<file path="src/rtl/nibchr_pkg.sv">
package nibchr_pkg;

    typedef enum logic [2:0] {
        TGT_NONE,
        TGT_PRG_LO,
        TGT_PRG_HI,
        TGT_MIRROR,
        TGT_CHR
    } wr_target_e;

    localparam int unsigned CHR_SLOT_BIAS = 2;
    localparam int unsigned PAGE_W        = 4;

endpackage

</file>
<file path="src/rtl/nibchr_decode.sv">
module nibchr_decode
    import nibchr_pkg::*;
#(
    parameter int unsigned ADDR_W = 16,
    parameter int unsigned SLOT_W = 3
) (
    input  logic [ADDR_W-1:0]      addr,
    input  logic                   wr,
    output wr_target_e             target,
    output logic [SLOT_W-1:0]      slot_idx,
    output logic                   hi_nib,
    output logic [(1<<SLOT_W)-1:0] slot_hit
);
    localparam int unsigned SLOTS = 1 << SLOT_W;

    logic [PAGE_W-1:0] page;
    assign page = addr[ADDR_W-1 -: PAGE_W];

    always_comb begin
        target = TGT_NONE;
        if (wr) begin
            unique case (page)
                4'h8:                      target = TGT_PRG_LO;
                4'h9:                      target = TGT_MIRROR;
                4'hA:                      target = TGT_PRG_HI;
                4'hB, 4'hC, 4'hD, 4'hE:    target = TGT_CHR;
                default:                   target = TGT_NONE;
            endcase
        end
    end

    // slot = {A13, A12, A1} + bias, wrapping within the slot count
    assign slot_idx = SLOT_W'({addr[ADDR_W-3], addr[ADDR_W-4], addr[1]})
                    + SLOT_W'(CHR_SLOT_BIAS);
    assign hi_nib   = addr[0];

    for (genvar i = 0; i < SLOTS; i++) begin : g_hit
        assign slot_hit[i] = (target == TGT_CHR) && (slot_idx == SLOT_W'(i));
    end

endmodule

</file>
<file path="src/rtl/chr_slot_reg.sv">
module chr_slot_reg #(
    parameter int unsigned NIB_W     = 4,
    parameter logic [2*NIB_W-1:0] RESET_VAL = '0
) (
    input  logic               clk,
    input  logic               rst_n,
    input  logic               wr_hit,
    input  logic               hi_sel,
    input  logic [NIB_W-1:0]   nib_in,
    output logic [2*NIB_W-1:0] bank_q
);
    always_ff @(posedge clk or negedge rst_n) begin
        if (!rst_n) begin
            bank_q <= RESET_VAL;
        end else if (wr_hit) begin
            if (hi_sel) bank_q[2*NIB_W-1:NIB_W] <= nib_in;
            else        bank_q[NIB_W-1:0]       <= nib_in;
        end
    end

    assert_untouched_slot_stable_R2: assert property (
        @(posedge clk) disable iff (!rst_n)
        !wr_hit |=> $stable(bank_q));

    assert_high_half_kept_R3: assert property (
        @(posedge clk) disable iff (!rst_n)
        (wr_hit && !hi_sel) |=> $stable(bank_q[2*NIB_W-1:NIB_W]));

    assert_low_half_kept_R3: assert property (
        @(posedge clk) disable iff (!rst_n)
        (wr_hit && hi_sel) |=> $stable(bank_q[NIB_W-1:0]));

endmodule

</file>
<file path="src/rtl/prg_mirror_regs.sv">
module prg_mirror_regs
    import nibchr_pkg::*;
#(
    parameter int unsigned DATA_W = 8
) (
    input  logic              clk,
    input  logic              rst_n,
    input  wr_target_e        target,
    input  logic [DATA_W-1:0] data,
    output logic [DATA_W-1:0] prg_lo_q,
    output logic [DATA_W-1:0] prg_hi_q,
    output logic              mirror_q
);
    always_ff @(posedge clk or negedge rst_n) begin
        if (!rst_n) begin
            prg_lo_q <= DATA_W'(0);
            prg_hi_q <= DATA_W'(1);
            mirror_q <= 1'b0;
        end else begin
            unique case (target)
                TGT_PRG_LO: prg_lo_q <= data;
                TGT_PRG_HI: prg_hi_q <= data;
                TGT_MIRROR: mirror_q <= data[0];
                default: ;
            endcase
        end
    end

    assert_mirror_load_R7: assert property (
        @(posedge clk) disable iff (!rst_n)
        (target == TGT_MIRROR) |=> (mirror_q == $past(data[0])));

    assert_prg_hold_R9: assert property (
        @(posedge clk) disable iff (!rst_n)
        (target == TGT_NONE) |=> ($stable(prg_lo_q) && $stable(prg_hi_q) && $stable(mirror_q)));

endmodule

</file>
<file path="src/rtl/nibchr_mapper.sv">
module nibchr_mapper
    import nibchr_pkg::*;
#(
    parameter int unsigned ADDR_W    = 16,
    parameter int unsigned DATA_W    = 8,
    parameter int unsigned PRG_WINS  = 4,
    parameter int unsigned CHR_SLOTS = 8,
    parameter logic [7:0]  PRG_FIX_A = 8'h1E,
    parameter logic [7:0]  PRG_FIX_B = 8'h1F
) (
    input  logic                                   clk,
    input  logic                                   rst_n,
    input  logic [ADDR_W-1:0]                      cpu_addr,
    input  logic [DATA_W-1:0]                      cpu_data,
    input  logic                                   cpu_wr,
    input  logic                                   chr_hi_sel,
    output logic [PRG_WINS-1:0][DATA_W-1:0]        prg_bank,
    output logic [CHR_SLOTS-1:0][DATA_W:0]         chr_bank,
    output logic                                   mirror_horiz
);
    localparam int unsigned SLOT_W = $clog2(CHR_SLOTS);
    localparam int unsigned NIB_W  = DATA_W / 2;

    wr_target_e           target;
    logic [SLOT_W-1:0]    slot_idx;
    logic                 hi_nib;
    logic [CHR_SLOTS-1:0] slot_hit;
    logic                 base_q;

    nibchr_decode #(.ADDR_W(ADDR_W), .SLOT_W(SLOT_W)) u_decode (
        .addr     (cpu_addr),
        .wr       (cpu_wr),
        .target   (target),
        .slot_idx (slot_idx),
        .hi_nib   (hi_nib),
        .slot_hit (slot_hit)
    );

    for (genvar i = 0; i < CHR_SLOTS; i++) begin : g_slot
        logic [DATA_W-1:0] slot_q;
        chr_slot_reg #(.NIB_W(NIB_W), .RESET_VAL(DATA_W'(i))) u_slot (
            .clk    (clk),
            .rst_n  (rst_n),
            .wr_hit (slot_hit[i]),
            .hi_sel (hi_nib),
            .nib_in (cpu_data[NIB_W-1:0]),
            .bank_q (slot_q)
        );
        assign chr_bank[i] = {base_q, slot_q};
    end

    prg_mirror_regs #(.DATA_W(DATA_W)) u_prg (
        .clk      (clk),
        .rst_n    (rst_n),
        .target   (target),
        .data     (cpu_data),
        .prg_lo_q (prg_bank[0]),
        .prg_hi_q (prg_bank[1]),
        .mirror_q (mirror_horiz)
    );

    assign prg_bank[2] = DATA_W'(PRG_FIX_A);
    assign prg_bank[3] = DATA_W'(PRG_FIX_B);

    always_ff @(posedge clk or negedge rst_n) begin
        if (!rst_n) base_q <= 1'b0;
        else        base_q <= chr_hi_sel;
    end

    assert_base_set_R8: assert property (
        @(posedge clk) disable iff (!rst_n)
        chr_hi_sel |=> chr_bank[0][DATA_W]);

    assert_base_clear_R8: assert property (
        @(posedge clk) disable iff (!rst_n)
        !chr_hi_sel |=> !chr_bank[CHR_SLOTS-1][DATA_W]);

    assert_one_slot_written_R2: assert property (
        @(posedge clk) disable iff (!rst_n)
        $onehot0(slot_hit));

endmodule

</file>
<file path="config.mk">
export PLATFORM = sky130hd
export DESIGN_NAME = nibchr_mapper
export DESIGN_NICKNAME = d
export VERILOG_FILES = /design/src/rtl/nibchr_pkg.sv /design/src/rtl/nibchr_decode.sv /design/src/rtl/chr_slot_reg.sv /design/src/rtl/prg_mirror_regs.sv /design/src/rtl/nibchr_mapper.sv
export SDC_FILE = /design/constraint.sdc
export NUM_CORES = 1
export LEC_CHECK = 0
export BUFFER_PORTS_ARGS = -buffer_cell sky130_fd_sc_hd__buf_2
export CAP_MARGIN = 0
export CORE_MARGIN = 3
export CORE_UTILIZATION = 50
export DETAILED_ROUTE_END_ITERATION = 16
export GPL_TIMING_DRIVEN = 0
export PLACE_DENSITY = 0.88
export RECOVER_POWER = 50
export SLEW_MARGIN = 0
export SYNTH_ARGS = -nofsm -noshare
export SYNTH_HDL_FRONTEND = slang
export SYNTH_HIERARCHICAL = 1
export SYNTH_SLANG_ARGS = --single-unit
export TNS_END_PERCENT = 10
</file>
<file path="constraint.sdc">
create_clock -name clk -period 0.8 [get_ports clk]
set_input_delay 0.04 -clock clk [delete_from_list [all_inputs] [get_ports clk]]
set_output_delay 0.04 -clock clk [all_outputs]
set_load 0.01 [all_outputs]
</file>
* Yosys cells after proc, flatten, opt, wreduce, memory -nomap -nowiden
Cells that the tools add are included.
Cells by class: add/subtract/negate cells 1, multipliers 0, divide/modulo/power cells 0, magnitude comparators 0, equality and inequality tests 18, shift operators 0, mux-type cells 2, bitwise gates (word level) 1, reductions and logical operators 26
Operators with widths (number):
- 2-bit AND reduction | 16
- 4-bit equality test, second input constant | 7
- 3-bit equality test, second input constant | 5
- 3-bit by 2-bit equality test with 1-bit output, second input constant | 4
- 3-bit case mux with 4 select lines | 1
- 1-bit logical AND | 8
- 3-bit by 1-bit equality test with 1-bit output, second input constant | 2
- 4-bit OR reduction | 1
- 3-bit by 2-bit adder with 3-bit output, second input constant | 1
- 3-bit zero test | 1
- 3-bit 2-to-1 mux | 1
- 1-bit inverter | 1
Storage, ports and cells: register bits 82, latch bits 0, bits in writable memories 0, memory bits (read-only) 0, bits of input ports 28, output and inout port bits 105, logic and storage cells 68, memories 0

* Longest topological paths before layout
Gate-level depths: netlist of the first run.
depth after elaboration 7, depth in mapped cells 7

* Cells and area by module
Netlist of the first run, hierarchy kept.
Modules (own cells, without submodules):
- chr_slot_reg (g_slot[3].u_slot ...) | times used 3, cells each 18, area each 327.8 sq um, sequential area each 202.7 sq um
- chr_slot_reg (g_slot[1].u_slot ...) | times used 3, cells each 18, area each 326.6 sq um, sequential area each 201.4 sq um
- prg_mirror_regs | times used 1, cells each 37, area each 663.1 sq um, sequential area each 426.7 sq um
- chr_slot_reg (g_slot[7].u_slot) | times used 1, cells each 18, area each 329.1 sq um, sequential area each 203.9 sq um
- chr_slot_reg (g_slot[0].u_slot) | times used 1, cells each 18, area each 325.3 sq um, sequential area each 200.2 sq um
- nibchr_decode | times used 1, cells each 29, area each 240.2 sq um, sequential area each 0.0 sq um
- nibchr_mapper | times used 1, cells each 27, area each 212.7 sq um, sequential area each 25.0 sq um

* Least setup slack after synthesis of the first run
OpenSTA, ideal clock, no wires.
path kind in2reg, start input cpu_addr[12], end register g_slot[0].u_slot.bank_q[4], arrival 1.895 ns, path slack -1.220 ns, stages on the path 7, path through inv_1 > ha_1 > nor3_2 > mux2_4 > nor4_1 > nand2_2 > mux2_4
On the way: word-level cells in the longest chain between the ends 7, elaborated cells on any way between the ends 15
RTL lines:
- start: declaration | RTL line nibchr_mapper.sv:13 | input logic [ADDR_W-1:0] cpu_addr,
- 4-bit equality test | RTL line nibchr_decode.sv:22 | unique case (page)
- 4-bit OR reduction | RTL line nibchr_decode.sv:22
- 3-bit case mux with 4 select lines | RTL line nibchr_decode.sv:22
- 3-bit 2-to-1 mux | RTL line nibchr_decode.sv:21 | if (wr) begin
- 3-bit equality test | RTL line nibchr_decode.sv:38 | assign slot_hit[i] = (target == TGT_CHR) && (slot_idx == SLOT_W'(i));
- 1-bit logical AND (*) | RTL line nibchr_decode.sv:38
- via slot_hit[0] | RTL line nibchr_mapper.sv:27 | logic [CHR_SLOTS-1:0] slot_hit;
- 2-bit AND reduction (no line) (*)
- end signal: indexed assignment | RTL line chr_slot_reg.sv:16 | if (hi_sel) bank_q[2*NIB_W-1:NIB_W] <= nib_in;
- end signal: indexed assignment | RTL line chr_slot_reg.sv:17 | else bank_q[NIB_W-1:0] <= nib_in;
- end: declaration | RTL line chr_slot_reg.sv:10 | output logic [2*NIB_W-1:0] bank_q
Mark *: on every way through the listed nets, which the timed path passes. The rest lies on a longest branch. A chain may end at the register's enable or synchronous reset.

* Worst setup path in the final report of the first run
start input cpu_addr[12], end register g_slot[0].u_slot.bank_q[3]
On the way: elaborated cells on any way between the ends 15
RTL lines:
- 3-bit by 2-bit adder with 3-bit output | RTL line nibchr_decode.sv:34 | + SLOT_W'(CHR_SLOT_BIAS);
- via slot_idx[1] | RTL line nibchr_mapper.sv:25 | logic [SLOT_W-1:0] slot_idx;
- 3-bit zero test | RTL line nibchr_decode.sv:38
- 1-bit logical AND | RTL line nibchr_decode.sv:38
- via slot_hit[0] | RTL line nibchr_mapper.sv:27
- 2-bit AND reduction (no line)
The timed path passes the listed nets, and every way through them passes these cells.

==> flow_metrics.py, run 1 <==
metrics = {
    "clock_network": {
        "cts_root_buffer": "clkbuf_8",
        "cts_tree": "built",
        "cts_hold_buf": 5,
        "cts.sinks": 82,
        "cts_buffer_depth": 2,
        "h-tree-depth": 3,
        "cts_buffers": 9,
        "clk_pin_slew_ns": 0.08,
        "worstSkewPairLatency_ns": 0.33,
    },
    "global_routing": {
        "grt_pass1_wl_um": 12700,
        "antenna_found_initial": 0,
        "gr-usage-met2_pct": 31.8,
        "grt_max_degree": 43,
        "top_usage_layer": "met2",
        "met1_usage_pct": 24.1,
        "globalRouteTotalUtil_pct": 19.1,
        "grt_pass1_vias": 2460,
        "grt_overflow_total": 0,
        "grt_use_met3_pct": 4.55,
    },
    "detailed_routing": {
        "wl_um": 7920,
        "drtPass1Iterations": 4,
        "drt_iter0_drc": 82,
        "drc": 0,
        "routedWlPerCell_um": 16.2,
        "num_vias": 2375,
        "ant_nets": 0,
        "vias_per_cell": 4.85,
    },
    "sta": {
        "fmax_mhz": 594,
        "worst_pin_slew_ns": 1.04,
        "slew_headroom_pct": 30.4,
        "fin_hold_ws_ns": -0.139,
        "rsz0062_at_grt": "yes",
        "hold_viol": 33,
        "setup_violations": 170,
        "fin_ws_ns": -0.884,
        "period_share_pct": 210,
        "slew_violations": 0,
        "fin_skew_ns": 0,
        "layout_min_cycle_time_ns": 1.68,
    },
    "layout": {
        "nets": 421,
        "finish.utilization_pct": 73.4,
        "fillers": 479,
        "antenna_cells": 0,
        "drive_gt1_share_pct": 75.1,
        "syn2layout_area_growth_pct": 38.2,
    },
    "critical_path": {
        "cp_slowest_cell": "mux2_4",
        "crit_path_start_kind": "input port",
        "worst-path-max-fanout": 8,
        "arrival_ns": 1.91,
        "timing_worst_setup_path_type": "in -> reg",
        "crit_required_ns": 1.03,
        "r2r_slack_ns": 0.02,
        "cp_cell_sequence": "buf_12 > clkinvlp_4 > ha_4 > nor3_4 > mux2_4 > nor4_4 > buf_4 > nand2b_4 > mux2_2",
        "critPathTopFamily": "multiplexers",
        "path_buf_inv": 3,
        "max_stage_delay_ns": 0.42,
        "endpoint_kind": "flop",
    },
    "floorplanning": {
        "dieArea_um2": 8520,
        "die_h_um": 92.3,
        "initial_utilization_pct": 53.1,
        "boundaryPins": 133,
        "core_um2": 7020,
        "rows": 30,
        "fp.dieW_um": 92.3,
    },
    "outcome": {
        "violations": "hold timing, setup timing",
        "outcome": "finished with violations",
    },
    "pwr": {
        "p_per_area_nw_per_um2": 2200,
        "p_leak_nw": 2.73,
        "clkPwrFrac_pct": 31.1,
        "combPwrFrac_pct": 22.7,
        "switchingPower_mw": 2.96,
        "swShare_pct": 26.2,
        "internal_power_mw": 8.34,
        "pwr-share-seq_pct": 46.2,
        "ir_drop_mv": 1.58,
    },
    "placed_design": {
        "port_buffers": 105,
        "pre_cts_slack_ns": -1.61,
        "place_hpwl_um": 5530,
        "gp_congestion": 0.812,
    },
    "synth": {
        "ys_warn_count": 6,
        "synth_cells": 236,
        "synth_area_um2": 3730,
        "syn_area_per_cell_um2": 15.8,
    },
    "run": {
        "drv_cap": 0,
    },
    "worst_hold_path": {
        "hp-class": "in -> async",
    },
}
-- layout make-up --
cell class | instances | area [um2] | area share (%)
Clock buffer | 9 | 124 | 2.41
Multi-Input combinational cell | 140 | 1670 | 32.5
Clock inverter | 7 | 118 | 2.28
Inverter | 3 | 15.0 | 0.292
Tap cell | 96 | 120 | 2.33
Timing Repair Buffer | 128 | 842 | 16.4
Sequential cell | 82 | 2070 | 40.2
Buffer | 25 | 188 | 3.65
-- path summary, 6_finish.rpt --
check                                            from                    endpoint  depth (start not counted)
min in group clk                          cpu_addr[0]  g_slot[5].u_slot/bank_q[6]                          3
hold reg to reg                     u_prg/prg_lo_q[5]           u_prg/prg_lo_q[5]                          1
setup reg to reg           g_slot[4].u_slot/bank_q[1]  g_slot[4].u_slot/bank_q[1]                          1
setup / recovery                         cpu_addr[12]  g_slot[0].u_slot/bank_q[3]                          9
max in group asynchronous                       rst_n  g_slot[7].u_slot/bank_q[0]                          2
hold / removal                                  rst_n                      base_q                          1
-- power groups by stage --
stage	Sequential, mW	Combinational (mW)	Clock, mW
2_1_floorplan	5.56	0.971	0
3_3_place_gp	5.22	2.25	0
3_5_place_dp	5.26	2.33	0
4_1_cts	5.22	2.57	3.60
5_1_grt	5.30	2.76	3.75
6_report	5.22	2.57	3.52
-- what timing repair did --
item	in CTS	in global routing
hold endpoints to repair	42	33
buffers inserted	10	7
gates resized for setup	32	5
pin swaps	8	7
endpoints found under the setup margin	170	170
-- sequential cells by signal, indices dropped and copies added, names as in the netlist --
signal and flops:
g_slot.u_slot/bank_q 64, u_prg/mirror_q 1, u_prg/prg_hi_q 8, u_prg/prg_lo_q 8, base_q 1
-- cells in the final DEF (no fill, tap or decap), types with 4 or more instances in the layout --
cell type / count
conb_1: 16
mux2_4: 33
buf_6: 15
nand2_2: 7
nand2b_4: 8
buf_2: 89
mux2_2: 49
clkbuf_8: 9
dlygate4sd3_1: 5
nor4_4: 4
buf_4: 40
dfrtp_1: 68
dfstp_2: 13
-- per-layer routing --
metal  vias to the layer above  part of all wire, %
met2                        84                   51
li1                       1096                    -
met4                         0                  1.6
met1                      1184                   42
met3                        11                  5.3
met5                         -                    0
-- through the flow --
step	total power, mW	cell area (um2)	hold slack (ns)	instances	TNS [ns]
floorplan	6.53	3840	-0.256	250	-76.62
global placement	7.47	4480	0.150	451	-174.21
detailed placement	7.60	4500	0.0571	452	-115.85
CTS	11.4	5070	-0.320	483	-75.02
global route	11.8	5150	-0.0690	490	-82.03
finish	11.3	5150	-0.139	490	-74.01
No activity file was read; power rests on OpenSTA's default activity.
==> run 2, diff against run 1 <==
--- a/config.mk
+++ b/config.mk
@@ -5,6 +5,7 @@
 export SDC_FILE = /design/constraint.sdc
 export NUM_CORES = 1
 export LEC_CHECK = 0
+export ABC_AREA = 1
 export BUFFER_PORTS_ARGS = -buffer_cell sky130_fd_sc_hd__buf_2
 export CAP_MARGIN = 0
 export CORE_MARGIN = 3
==> constraint.sdc (replaced) <==
create_clock -name clk -period 1.6 [get_ports clk]
set_input_delay 0.08 -clock clk [delete_from_list [all_inputs] [get_ports clk]]
set_output_delay 0.08 -clock clk [all_outputs]
set_load 0.01 [all_outputs]
==> run 2 against run 1 <==
Compared with the run above: sequential power shrank 49%; sequential share of layout area increased by 3.1 points; synthesized cell count is 86% higher; setup slack gained 1.2 ns; clock power shrank 63%; area after synthesis rose by 4.4%; non-clock buffer count fell by 4; count of clock-buffer cells in the layout increased by 2; the flow now finishes without violations; largest cell class unchanged; design area down 7.1%; clock skew unchanged; via count rose by 40%; register-to-register slack improved by 0.86 ns.
==> flow_metrics.py, run 2 <==
metrics = {
    "outcome": {
        "outcome": "complete, no violations",
    },
    "floorplanning": {
        "dieArea_um2": 8870,
        "core_um2": 7410,
        "initial_utilization_pct": 52.5,
        "rows": 31,
        "fp.dieW_um": 94.2,
        "die_h_um": 94.2,
        "boundaryPins": 133,
    },
    "detailed_routing": {
        "drtPass1Iterations": 4,
        "vias_per_cell": 4.88,
        "drc": 0,
        "ant_nets": 0,
        "drt_iter0_drc": 169,
        "num_vias": 3325,
        "routedWlPerCell_um": 13.2,
        "wl_um": 9010,
    },
    "layout": {
        "finish.utilization_pct": 64.5,
        "nets": 609,
        "most-common-layout-cells": "nand2_1 (177), nand3_1 (73), dfrtp_1 (69), buf_2 (63), clkbuf_1 (44)",
        "antenna_cells": 0,
        "regMostFlops": "g_slot.u_slot/bank_q",
        "drive_gt1_share_pct": 29.0,
        "final_cells": 681,
        "syn2layout_area_growth_pct": 22.9,
        "largestRegisters": "g_slot.u_slot/bank_q x64, u_prg/prg_hi_q x8, u_prg/prg_lo_q x8",
        "final_common_cell": "nand2_1",
        "stdcell_area_um2": 4780,
        "largest_reg_flops": 64,
    },
    "placed_design": {
        "dp_cells": 659,
        "pre_cts_slack_ns": -0.0951,
        "place_area_um2": 4620,
        "port_buffers": 105,
        "place_hpwl_um": 6220,
        "gp_congestion": 0.778,
    },
    "clock_network": {
        "cts_tree": "built",
        "cts_buffer_depth": 2,
        "h-tree-depth": 3,
        "worstSkewPairLatency_ns": 0.34,
        "cts.repair.resized": 0,
        "cts.sinks": 82,
        "cts_buffers": 9,
        "cts_root_buffer": "clkbuf_8",
        "cts_setup_buffers": 0,
        "clk_pin_slew_ns": 0.08,
    },
    "critical_path": {
        "crit_required_ns": 1.83,
        "arrival_ns": 1.55,
        "worst-path-max-fanout": 10,
        "crit_path_start_kind": "input port",
        "timing_worst_setup_path_type": "in -> reg",
        "endpoint_kind": "flop",
    },
    "pwr": {
        "internal_power_mw": 3.47,
        "ir_drop_mv": 0.639,
        "total_power_mw": 5.10,
        "pwr-share-seq_pct": 52.1,
        "combPwrFrac_pct": 22.0,
        "p_leak_nw": 2.66,
        "p_per_area_nw_per_um2": 1070,
        "clkPwrFrac_pct": 26.0,
        "switchingPower_mw": 1.62,
        "swShare_pct": 31.9,
    },
    "sta": {
        "fin_ws_ns": 0.281,
        "fmax_mhz": 758,
        "slew_violations": 0,
        "fin_skew_ns": 0,
        "worst_pin_slew_ns": 0.858,
        "layout_min_cycle_time_ns": 1.32,
        "period_share_pct": 82.4,
        "fin_hold_ws_ns": 0.183,
        "tns_ns": 0,
        "slew_headroom_pct": 42.8,
        "rsz0062_at_grt": "no",
        "setup_violations": 0,
        "hold_viol": 0,
    },
    "synth": {
        "ys_warn_count": 6,
        "syn_area_per_cell_um2": 8.84,
        "synth_cells": 440,
        "synth_area_um2": 3890,
    },
    "global_routing": {
        "grt_pass1_vias": 3132,
        "grt_pass1_wl_um": 14400,
        "grt_max_degree": 50,
        "globalRouteTotalUtil_pct": 20.6,
        "antenna_found_initial": 0,
        "grt_overflow_total": 0,
    },
    "worst_hold_path": {
        "hp-class": "in -> reg",
    },
    "run": {
        "drv_cap": 0,
    },
}
-- run 2: cell count changes in the layout (fill, tap and decap cells not counted), moves of 26 or more --
cell	change
nand3_1	+72
clkbuf_1	+44
nand2_1	+175
mux2_2	-49
buf_2	-26
mux2_4	-33
-- run 2: path summary, 6_finish.rpt --
check                           depth (start not counted)                    endpoint  slack (ns)                  startpoint
max in group asynchronous                               3  g_slot[3].u_slot/bank_q[1]        0.29                       rst_n
worst min-delay path                                    3  g_slot[6].u_slot/bank_q[2]        0.18                 cpu_data[2]
min in group asynchronous                               2  g_slot[4].u_slot/bank_q[4]        0.37                       rst_n
worst max-delay path                                   12  g_slot[5].u_slot/bank_q[5]        0.28                cpu_addr[12]
worst min register to register                          2  g_slot[5].u_slot/bank_q[0]        0.46  g_slot[5].u_slot/bank_q[0]
worst max register to register                          2  g_slot[4].u_slot/bank_q[2]        0.88  g_slot[4].u_slot/bank_q[2]
-- run 2: layout make-up --
cell class / instances / area, um2
clock buffers: 11 / 141
clock inverters: 5 / 30.0
inverters: 21 / 78.8
plain buffers: 37 / 330
fillers: 646 / 2630
flip-flops and latches: 82 / 2070
repair buffers: 112 / 543
multi-input cells: 314 / 1470
well taps: 99 / 124
-- run 2: timing repair --
item                                    CTS  global route
hold buffers                              6             0
hold endpoints to repair                 39             0
endpoints found under the setup margin    0             0
-- run 2: metal layers --
metal / wire [um] / share of wire, % / global-route usage [%] / up-vias
met3: 568 / 6.3 / 4.65 / 12
met1: 3950 / 44 / 26.0 / 1564
met2: 4400 / 49 / 34.3 / 102
li1: - / - / - / 1647
met5: 0 / 0 / 0 / -
met4: 93 / 1.0 / 8.18 / 0
-- run 2: critical path, stage by stage --
cell and delay (ns):
buf_2 0.15, inv_2 0.08, ha_1 0.20, inv_2 0.04
nand2_1 0.08, o21ai_2 0.20, nand2_4 0.13, nor2_2 0.12
clkbuf_8 0.18, nand2_1 0.11, nand2_1 0.11, nand2_1 0.06
-- run 2: power by group through the flow --
stage | Clock, mW | Combinational (mW) | Sequential (mW)
detailed placement | 0 | 1.18 | 2.68
CTS | 1.36 | 1.19 | 2.65
global placement | 0 | 1.13 | 2.67
floorplan | 0 | 0.438 | 2.84
finish | 1.32 | 1.12 | 2.66
global route | 1.45 | 1.25 | 2.70
